--- src/rtl/icb_pkg.sv ---
package icb_pkg;
  // register index taken from host_addr[IDX_LSB+1:IDX_LSB]
  localparam int IDX_LSB    = 3;
  // command and status field positions, LSB-0 numbering of the 64-bit word
  localparam int CMD_RD_BIT = 48;
  localparam int CMD_SZ_LO  = 56;
  localparam int DONE_BIT   = 11;
  localparam int RD_LSH     = 26;

  typedef enum logic [1:0] {
    REG_CMD  = 2'd0,
    REG_RSV  = 2'd1,
    REG_STAT = 2'd2,
    REG_DATA = 2'd3
  } reg_idx_e;
endpackage

--- src/rtl/icb_hostif.sv ---
module icb_hostif
  import icb_pkg::*;
#(
  parameter int HOST_AW = 8,
  parameter int HW      = 64,
  parameter int BUS_DW  = 32
) (
  input  logic               clk,
  input  logic               rst_n,
  input  logic               host_req,
  input  logic               host_we,
  input  logic [HOST_AW-1:0] host_addr,
  input  logic [HW-1:0]      host_wdata,
  input  logic [HW-1:0]      stat_q,
  output logic [HW-1:0]      host_rdata,
  output logic               wr_cmd,
  output logic               rd_stat,
  output logic [BUS_DW-1:0]  data_q
);
  localparam int PAD_W = HW - BUS_DW;

  reg_idx_e          idx;
  logic              wr_data;
  logic [BUS_DW-1:0] data_d;
  logic              unused_host;

  assign unused_host = ^{host_addr, host_wdata};

  always_comb begin
    idx     = reg_idx_e'(host_addr[IDX_LSB +: 2]);
    wr_cmd  = host_req &  host_we & (idx == REG_CMD);
    wr_data = host_req &  host_we & (idx == REG_DATA);
    rd_stat = host_req & ~host_we & (idx == REG_STAT);
    data_d  = host_wdata[HW-1 -: BUS_DW];
  end

  always_ff @(posedge clk or negedge rst_n) begin
    if (!rst_n) begin
      data_q <= '0;
    end else if (wr_data) begin
      data_q <= data_d;
    end
  end

  always_comb begin
    unique case (idx)
      REG_STAT: host_rdata = stat_q;
      REG_DATA: host_rdata = {data_q, {PAD_W{1'b0}}};
      default:  host_rdata = '0;
    endcase
  end

  AST_DATA_HOLD: assert property (@(posedge clk) disable iff (!rst_n)
    !wr_data |=> $stable(data_q)) else $error("data register changed without a write");
endmodule

--- src/rtl/icb_xact.sv ---
module icb_xact
  import icb_pkg::*;
#(
  parameter int HW     = 64,
  parameter int BUS_AW = 32,
  parameter int BUS_DW = 32,
  parameter int SIZE_W = 4
) (
  input  logic              clk,
  input  logic              rst_n,
  input  logic              cmd_wr,
  input  logic [HW-1:0]     cmd_word,
  input  logic [BUS_DW-1:0] data_q,
  input  logic              rsp_valid,
  output logic              bus_req,
  output logic              bus_we,
  output logic [BUS_AW-1:0] bus_addr,
  output logic [SIZE_W-1:0] bus_size,
  output logic [BUS_DW-1:0] bus_wdata,
  output logic              rsp_fire,
  output logic              op_read
);
  logic busy_q, busy_d;
  logic req_q, req_d;
  logic accept;
  logic rd_q;
  logic [BUS_AW-1:0] addr_q;
  logic [SIZE_W-1:0] size_q;
  logic [BUS_DW-1:0] wd_q;
  logic              unused_cmd;

  assign unused_cmd = ^cmd_word;

  always_comb begin
    accept   = cmd_wr & ~busy_q;
    rsp_fire = busy_q & rsp_valid;
    req_d    = accept;
    busy_d   = busy_q;
    if (accept) begin
      busy_d = 1'b1;
    end else if (rsp_fire) begin
      busy_d = 1'b0;
    end
  end

  always_ff @(posedge clk or negedge rst_n) begin
    if (!rst_n) begin
      busy_q <= 1'b0;
      req_q  <= 1'b0;
    end else begin
      busy_q <= busy_d;
      req_q  <= req_d;
    end
  end

  always_ff @(posedge clk or negedge rst_n) begin
    if (!rst_n) begin
      rd_q   <= 1'b0;
      addr_q <= '0;
      size_q <= '0;
      wd_q   <= '0;
    end else if (accept) begin
      rd_q   <= cmd_word[CMD_RD_BIT];
      addr_q <= cmd_word[BUS_AW-1:0];
      size_q <= cmd_word[CMD_SZ_LO +: SIZE_W];
      wd_q   <= data_q;
    end
  end

  assign bus_req   = req_q;
  assign bus_we    = ~rd_q;
  assign bus_addr  = addr_q;
  assign bus_size  = size_q;
  assign bus_wdata = wd_q;
  assign op_read   = rd_q;

  AST_REQ_PULSE: assert property (@(posedge clk) disable iff (!rst_n)
    bus_req |=> !bus_req) else $error("bus_req longer than one cycle");
  AST_NO_REQ_BUSY: assert property (@(posedge clk) disable iff (!rst_n)
    cmd_wr && busy_q |=> !bus_req) else $error("command accepted while busy");
  AST_HOLD_BUSY: assert property (@(posedge clk) disable iff (!rst_n)
    busy_q && !rsp_valid |=> $stable(addr_q) && $stable(rd_q) && $stable(size_q))
    else $error("bus fields moved while busy");
endmodule

--- src/rtl/icb_status.sv ---
module icb_status
  import icb_pkg::*;
#(
  parameter int HW     = 64,
  parameter int BUS_DW = 32
) (
  input  logic              clk,
  input  logic              rst_n,
  input  logic              rsp_fire,
  input  logic              op_read,
  input  logic              rsp_err,
  input  logic [BUS_DW-1:0] rsp_rdata,
  input  logic              clr,
  output logic [HW-1:0]     stat_q
);
  logic [HW-1:0]     stat_d;
  logic [HW-1:0]     done_m;
  logic [BUS_DW-1:0] rd32;
  logic              stat_en;

  always_comb begin
    done_m           = '0;
    done_m[DONE_BIT] = 1'b1;
    rd32             = rsp_err ? {BUS_DW{1'b1}} : rsp_rdata;
    stat_en          = rsp_fire | clr;
    stat_d           = '0;
    if (rsp_fire) begin
      stat_d = done_m;
      if (op_read) begin
        stat_d[RD_LSH +: BUS_DW] = rd32;
      end
    end
  end

  always_ff @(posedge clk or negedge rst_n) begin
    if (!rst_n) begin
      stat_q <= '0;
    end else if (stat_en) begin
      stat_q <= stat_d;
    end
  end

  AST_CLR_ON_READ: assert property (@(posedge clk) disable iff (!rst_n)
    clr && !rsp_fire |=> stat_q == '0) else $error("status not cleared");
  AST_DONE_SET: assert property (@(posedge clk) disable iff (!rst_n)
    rsp_fire |=> stat_q[DONE_BIT]) else $error("done flag missing");
  AST_WR_DONE_ONLY: assert property (@(posedge clk) disable iff (!rst_n)
    rsp_fire && !op_read |=> $countones(stat_q) == 1 && stat_q[DONE_BIT])
    else $error("write status carries extra bits");
  AST_FAIL_ONES: assert property (@(posedge clk) disable iff (!rst_n)
    rsp_fire && op_read && rsp_err |=> &stat_q[RD_LSH +: BUS_DW])
    else $error("failed read not all-ones");
endmodule

--- src/rtl/ind_cmd_bridge.sv ---
module ind_cmd_bridge #(
  parameter int HOST_AW = 8,
  parameter int HW      = 64,
  parameter int BUS_AW  = 32,
  parameter int BUS_DW  = 32,
  parameter int SIZE_W  = 4
) (
  input  logic               clk,
  input  logic               rst_n,
  input  logic               host_req,
  input  logic               host_we,
  input  logic [HOST_AW-1:0] host_addr,
  input  logic [HW-1:0]      host_wdata,
  output logic [HW-1:0]      host_rdata,
  output logic               bus_req,
  output logic               bus_we,
  output logic [BUS_AW-1:0]  bus_addr,
  output logic [SIZE_W-1:0]  bus_size,
  output logic [BUS_DW-1:0]  bus_wdata,
  input  logic               bus_rsp_valid,
  input  logic               bus_rsp_err,
  input  logic [BUS_DW-1:0]  bus_rsp_rdata
);
  logic rst_meta, rst_sync;
  logic wr_cmd, rd_stat, rsp_fire, op_read;
  logic [BUS_DW-1:0] data_q;
  logic [HW-1:0]     stat_q;

  always_ff @(posedge clk or negedge rst_n) begin
    if (!rst_n) begin
      rst_meta <= 1'b0;
      rst_sync <= 1'b0;
    end else begin
      rst_meta <= 1'b1;
      rst_sync <= rst_meta;
    end
  end

  icb_hostif #(.HOST_AW(HOST_AW), .HW(HW), .BUS_DW(BUS_DW)) u_hostif (
    .clk        (clk),
    .rst_n      (rst_sync),
    .host_req   (host_req),
    .host_we    (host_we),
    .host_addr  (host_addr),
    .host_wdata (host_wdata),
    .stat_q     (stat_q),
    .host_rdata (host_rdata),
    .wr_cmd     (wr_cmd),
    .rd_stat    (rd_stat),
    .data_q     (data_q)
  );

  icb_xact #(.HW(HW), .BUS_AW(BUS_AW), .BUS_DW(BUS_DW), .SIZE_W(SIZE_W)) u_xact (
    .clk       (clk),
    .rst_n     (rst_sync),
    .cmd_wr    (wr_cmd),
    .cmd_word  (host_wdata),
    .data_q    (data_q),
    .rsp_valid (bus_rsp_valid),
    .bus_req   (bus_req),
    .bus_we    (bus_we),
    .bus_addr  (bus_addr),
    .bus_size  (bus_size),
    .bus_wdata (bus_wdata),
    .rsp_fire  (rsp_fire),
    .op_read   (op_read)
  );

  icb_status #(.HW(HW), .BUS_DW(BUS_DW)) u_status (
    .clk       (clk),
    .rst_n     (rst_sync),
    .rsp_fire  (rsp_fire),
    .op_read   (op_read),
    .rsp_err   (bus_rsp_err),
    .rsp_rdata (bus_rsp_rdata),
    .clr       (rd_stat),
    .stat_q    (stat_q)
  );
endmodule

--- config.mk ---
export PLATFORM = sky130hd
export DESIGN_NAME = ind_cmd_bridge
export DESIGN_NICKNAME = d
export VERILOG_FILES = /design/src/rtl/icb_pkg.sv /design/src/rtl/icb_hostif.sv /design/src/rtl/icb_xact.sv /design/src/rtl/icb_status.sv /design/src/rtl/ind_cmd_bridge.sv
export SDC_FILE = /design/constraint.sdc
export NUM_CORES = 1
export LEC_CHECK = 0
export ABC_AREA = 1
export BUFFER_PORTS_ARGS = -buffer_cell sky130_fd_sc_hd__buf_2
export CORE_MARGIN = 5
export CORE_UTILIZATION = 48
export CTS_CLUSTER_DIAMETER = 120
export DETAILED_ROUTE_END_ITERATION = 8
export PLACE_DENSITY = 0.87
export SLEW_MARGIN = 10
export SYNTH_ARGS = -nofsm -noshare
export SYNTH_HDL_FRONTEND = slang
export SYNTH_SLANG_ARGS = --single-unit
--- constraint.sdc ---
create_clock -name clk -period 4.7 [get_ports clk]
set_input_delay 0.705 -clock clk [delete_from_list [all_inputs] [get_ports clk]]
set_output_delay 0.705 -clock clk [all_outputs]
set_load 0.02 [all_outputs]
# Word-level counts from Yosys, hierarchy flattened
# Index checks and enable logic that the tools add are counted.
op_classes:
  mux: 6
  reduce_logical: 2
  n_eq_ne: 2
  bitwise: 11
op_table:
  columns: ["operator", "count"]
  rows:
  - ["$pmux 64 s2", 1]
  - ["$mux 32", 2]
  - ["$mux 58", 1]
  - ["$and 1x1->1", 7]
  - ["$eq 2x2->1 const B", 2]
  - ["$not 1->1", 3]
  - ["$logic_not 2->1", 1]
  - ["$mux 1", 2]
  - ["$reduce_bool 2->1", 1]
  - ["$or 1x1->1", 1]
word_totals:
  register_bits: 169
  wordCells: 31

# Longest topological paths before layout
depth:
  depth_word: 4
  ltp_mapped: 6

# By module
# Synthesis repeated with hierarchy kept, for this count alone.
unflattened:
  hier_cells: 872
  area_unflattened_um2: 6680.2
modules_own_cells:
  columns: ["module", "area_each_um2", "cells_each", "instances"]
  rows:
  - ["icb_xact", 2817.7, 307, 1]
  - ["icb_hostif", 2045.7, 321, 1]
  - ["icb_status", 1762.9, 241, 1]
  - ["ind_cmd_bridge", 53.8, 3, 1]

# Worst setup path before layout
# Ideal clock, no wire load.
synth_path:
  path_kind: "input to output"
  from: "input host_addr[3]"
  to: "output host_rdata[32]"
  t_arrival_ns: 1.507
  n_path_buf: 1
  path_slack_ns: 2.488
  cell_stages: 3
  required_time_ns: 3.995
  cell_sequence: "nand2_2 clkbuf_1 o21ai_0"
synth_via:
  elab_chain_len: 2
synth_lines:
  columns: ["item", "line", "rtl"]
  rows:
  - ["start, declared", "ind_cmd_bridge.sv:12", "input logic [HOST_AW-1:0] host_addr,"]
  - ["$eq 2x2->1", "icb_hostif.sv:46", "unique case (idx)"]
  - ["$pmux 64 s2 *", "icb_hostif.sv:46", null]
  - ["end, declared", "ind_cmd_bridge.sv:14", "output logic [HW-1:0] host_rdata,"]
# Every way passes the cells marked *; elsewhere a longest branch is shown, timed or not.

# Worst setup path in the final report
layout_path:
  from: "input host_addr[4]"
  to: "output host_rdata[29]"
# The elaborated chain is that of the path after synthesis.

==> results.ini <==
[clocking]
cts-buffers-inserted = 17
ctsLongestPathBuffers = 2
cts_setup_buffers = 0
cts_htree_levels = 4
cts_hold_buf = 0
cts_tree = yes
cts_sinks = 138
cts-resized-gates = 0
clock-root-buffer = clkbuf_16
clk_latency_ps = 420
clkSlewWorstSetupHoldPaths_ps = 60

[setup_path]
cp.required_ps = 3990
worstSetupStartpoint = host_addr[4]
critPathKind = input port to output port
crit_path_end_kind = output port
cp_data_arrival_time_ps = 2010
slowest_delay_ps = 470
rr_startpoint = u_xact.busy_q
cp_max_fo = 28
path_cells = buf_2, inv_2, nor2_4, inv_1, nor2_1, buf_2
cpMostUsedCell = buf_2
start_kind = input port
slowest_stage = nor2_4

[final_layout]
fin_area_mm2 = 0.00767
multiInputGateArea_mm2 = 0.00206
seq_area_mm2 = 0.00346
diodes = 0
nets = 1002
num-fill-cells = 1056
layout.cells.non_filler = 1073
area_delta_synth_final_pct = 28.4
drive_gt1_frac = 0.287

[timing]
max_freq_mhz = 368
fin_crit_sh = 0.578
slew_violations = 0
finalHoldViolations = 0
period_minus_slack_ps = 2720
relSlewSlack = 0.344
setup_viol = 0
fin_ws_ps = 1980
fin_hold_ws_ps = 62.0
worst_pin_slew_ps = 981
rsz0062_at_grt = false
fin_worst_skew_ps = 6.33
setup_tns_ps = 0

[place]
io_buffer_count = 212
postPlaceCellArea_mm2 = 0.00700
place_ws_ps = 1980
dp_cells = 1041
globalplace.congestion = 0.833
hpwl_mm = 11.2

[synthesis]
synth.avg_cell_area_um2 = 8.54
yosys.cell_types.count = 17
ys_top_cells_by_area = dfrtp_1 (58%), nand2_1 (15%), nand3_1 (8.5%)
seq_area_frac_synth = 0.578
synth_area_leader_cell = dfrtp_1
netlist_area_mm2 = 0.00598
synth-seq-cells = 138
synth_top_area_frac = 0.578
syn_inst = 700
yosysWarnings = 0

[routing]
vias = 5243
routed_wl_mm = 16.0
drtIter0Drc = 457
routedWlPerCell_um = 14.9
final_antenna_net_count = 0
drc = 0
dr.pass1.iters = 5
viasPerCell = 4.89

[flow_run]
drv_cap = 0

[pwr]
p_per_area_mw_per_mm2 = 501
pwr-share-clk = 0.386
p_seq_frac = 0.407
p_comb_frac = 0.206
power.internal_mw = 2.68
p_leak_nw = 4.30
vdd_ir_drop_max_uv = 213
p_sw_frac = 0.303
netSwitchingPower_mw = 1.17

[global_routing]
grt_pass1_wl_mm = 25.2
gr-total-overflow = 0
grt.total_usage = 0.218
antenna_found_initial = 0
grt_max_degree = 72
first_global_vias = 4999

[floorplanning]
rows = 40
dieArea_mm2 = 0.0148
die_x_um = 122
pin_count = 244
core_mm2 = 0.0121
die_h_um = 122
initial_core_util = 0.493

[min_path]
hold_class = input port to asynchronous set/reset pin

[outcome]
outcome = finished clean

[area by class of cell]
| cell class | count | share of cell area |
|---|---|---|
| Sequential cell | 138 | 0.451 |
| Clock inverter | 11 | 0.0248 |
| Timing Repair Buffer | 218 | 0.144 |
| Inverter | 45 | 0.0220 |
| Multi-Input combinational cell | 472 | 0.269 |
| Tap cell | 168 | 0.0274 |
| Clock buffer | 21 | 0.0626 |
[routing by layer]
layer | GRT usage | wire length (um)
met4 | 0.0805 | 271
met1 | 0.282 | 6580
met2 | 0.353 | 7730
met3 | 0.0594 | 1430
met5 | 0 | 0
[cells by family (layout without fill, tap and decap cells)]
logic type,Yosys count,in the layout,synth area share
buffers and inverters,114,295,0.0942
and+or+nand+nor,355,355,0.251
DFF,138,138,0.578
other,2,26,0.00126
AOI/OAI and AO/OA,91,91,0.0762
[per-stage QoR]
step | total power, mW | utilization
6_report | 3.84 | 0.634
5_1_grt | 4.04 | 0.634
4_1_cts | 3.88 | 0.634
3_5_place_dp | 2.38 | 0.578
3_3_place_gp | 2.35 | 0.578
2_1_floorplan | 2.07 | -
[flip-flops by register name, summed over array words and instances, names as in the netlist]
name / cells
u_xact.op_read: 1
u_xact.bus_size: 4
rst_sync: 1
u_hostif.data_q: 32
u_xact.busy_q: 1
u_xact.bus_wdata: 32
u_xact.bus_addr: 32
u_xact.bus_req: 1
u_status.stat_q: 33
rst_meta: 1
[cell usage after synthesis (all sizes together)]
library cell  number
nand3            101
conb               2
clkbuf            18
dfrtp            138
inv               45
buf               51
nand2            235
nor2              19
o21ai             91
[critical path, delay by kind of cell]
family	cells	cell delay, ps
AND/OR/NAND/NOR	2	630
buffers and inverters	4	670
[power groups by stage]
stage,registers (mW),clock network [mW],logic (mW)
2_1_floorplan,1.74,0,0.331
6_report,1.57,1.48,0.793
3_3_place_gp,1.57,0,0.782
3_5_place_dp,1.58,0,0.798
4_1_cts,1.56,1.51,0.803
5_1_grt,1.60,1.56,0.878
[placed cells by master, fill, tap and decap left out]
cell        Yosys  final
nor2_2          1      1
dfrtp_1       138    137
buf_2          16    212
o21ai_0        91     91
clkinv_2        0      2
inv_1          44     44
conb_1          2     26
nand2_1       233    232
buf_4          30      6
nor2_1         15     14
bufinv_16       0      5
clkbuf_16       0     17
nor2_4          2      3
nor2_8          1      1
clkinvlp_4      0      4
dfrtp_4         0      1
nand2_2         2      3
nand3_1       101    101
clkbuf_8        0      4
inv_2           1      1
[path summary, 6_finish.rpt]
check                                       endpoint  slack, ps  depth (start not counted)
worst max-delay path                  host_rdata[29]       1980                          6
worst min-delay path                        rst_meta         60                          1
worst max register to register  u_xact.bus_wdata[14]       2670                          5
worst min register to register              rst_sync        350                          0
max in group asynchronous        u_xact.bus_addr[21]       3290                          1
min in group clk                            rst_sync        350                          0
Note: power is estimated with default switching activity, not from simulation.
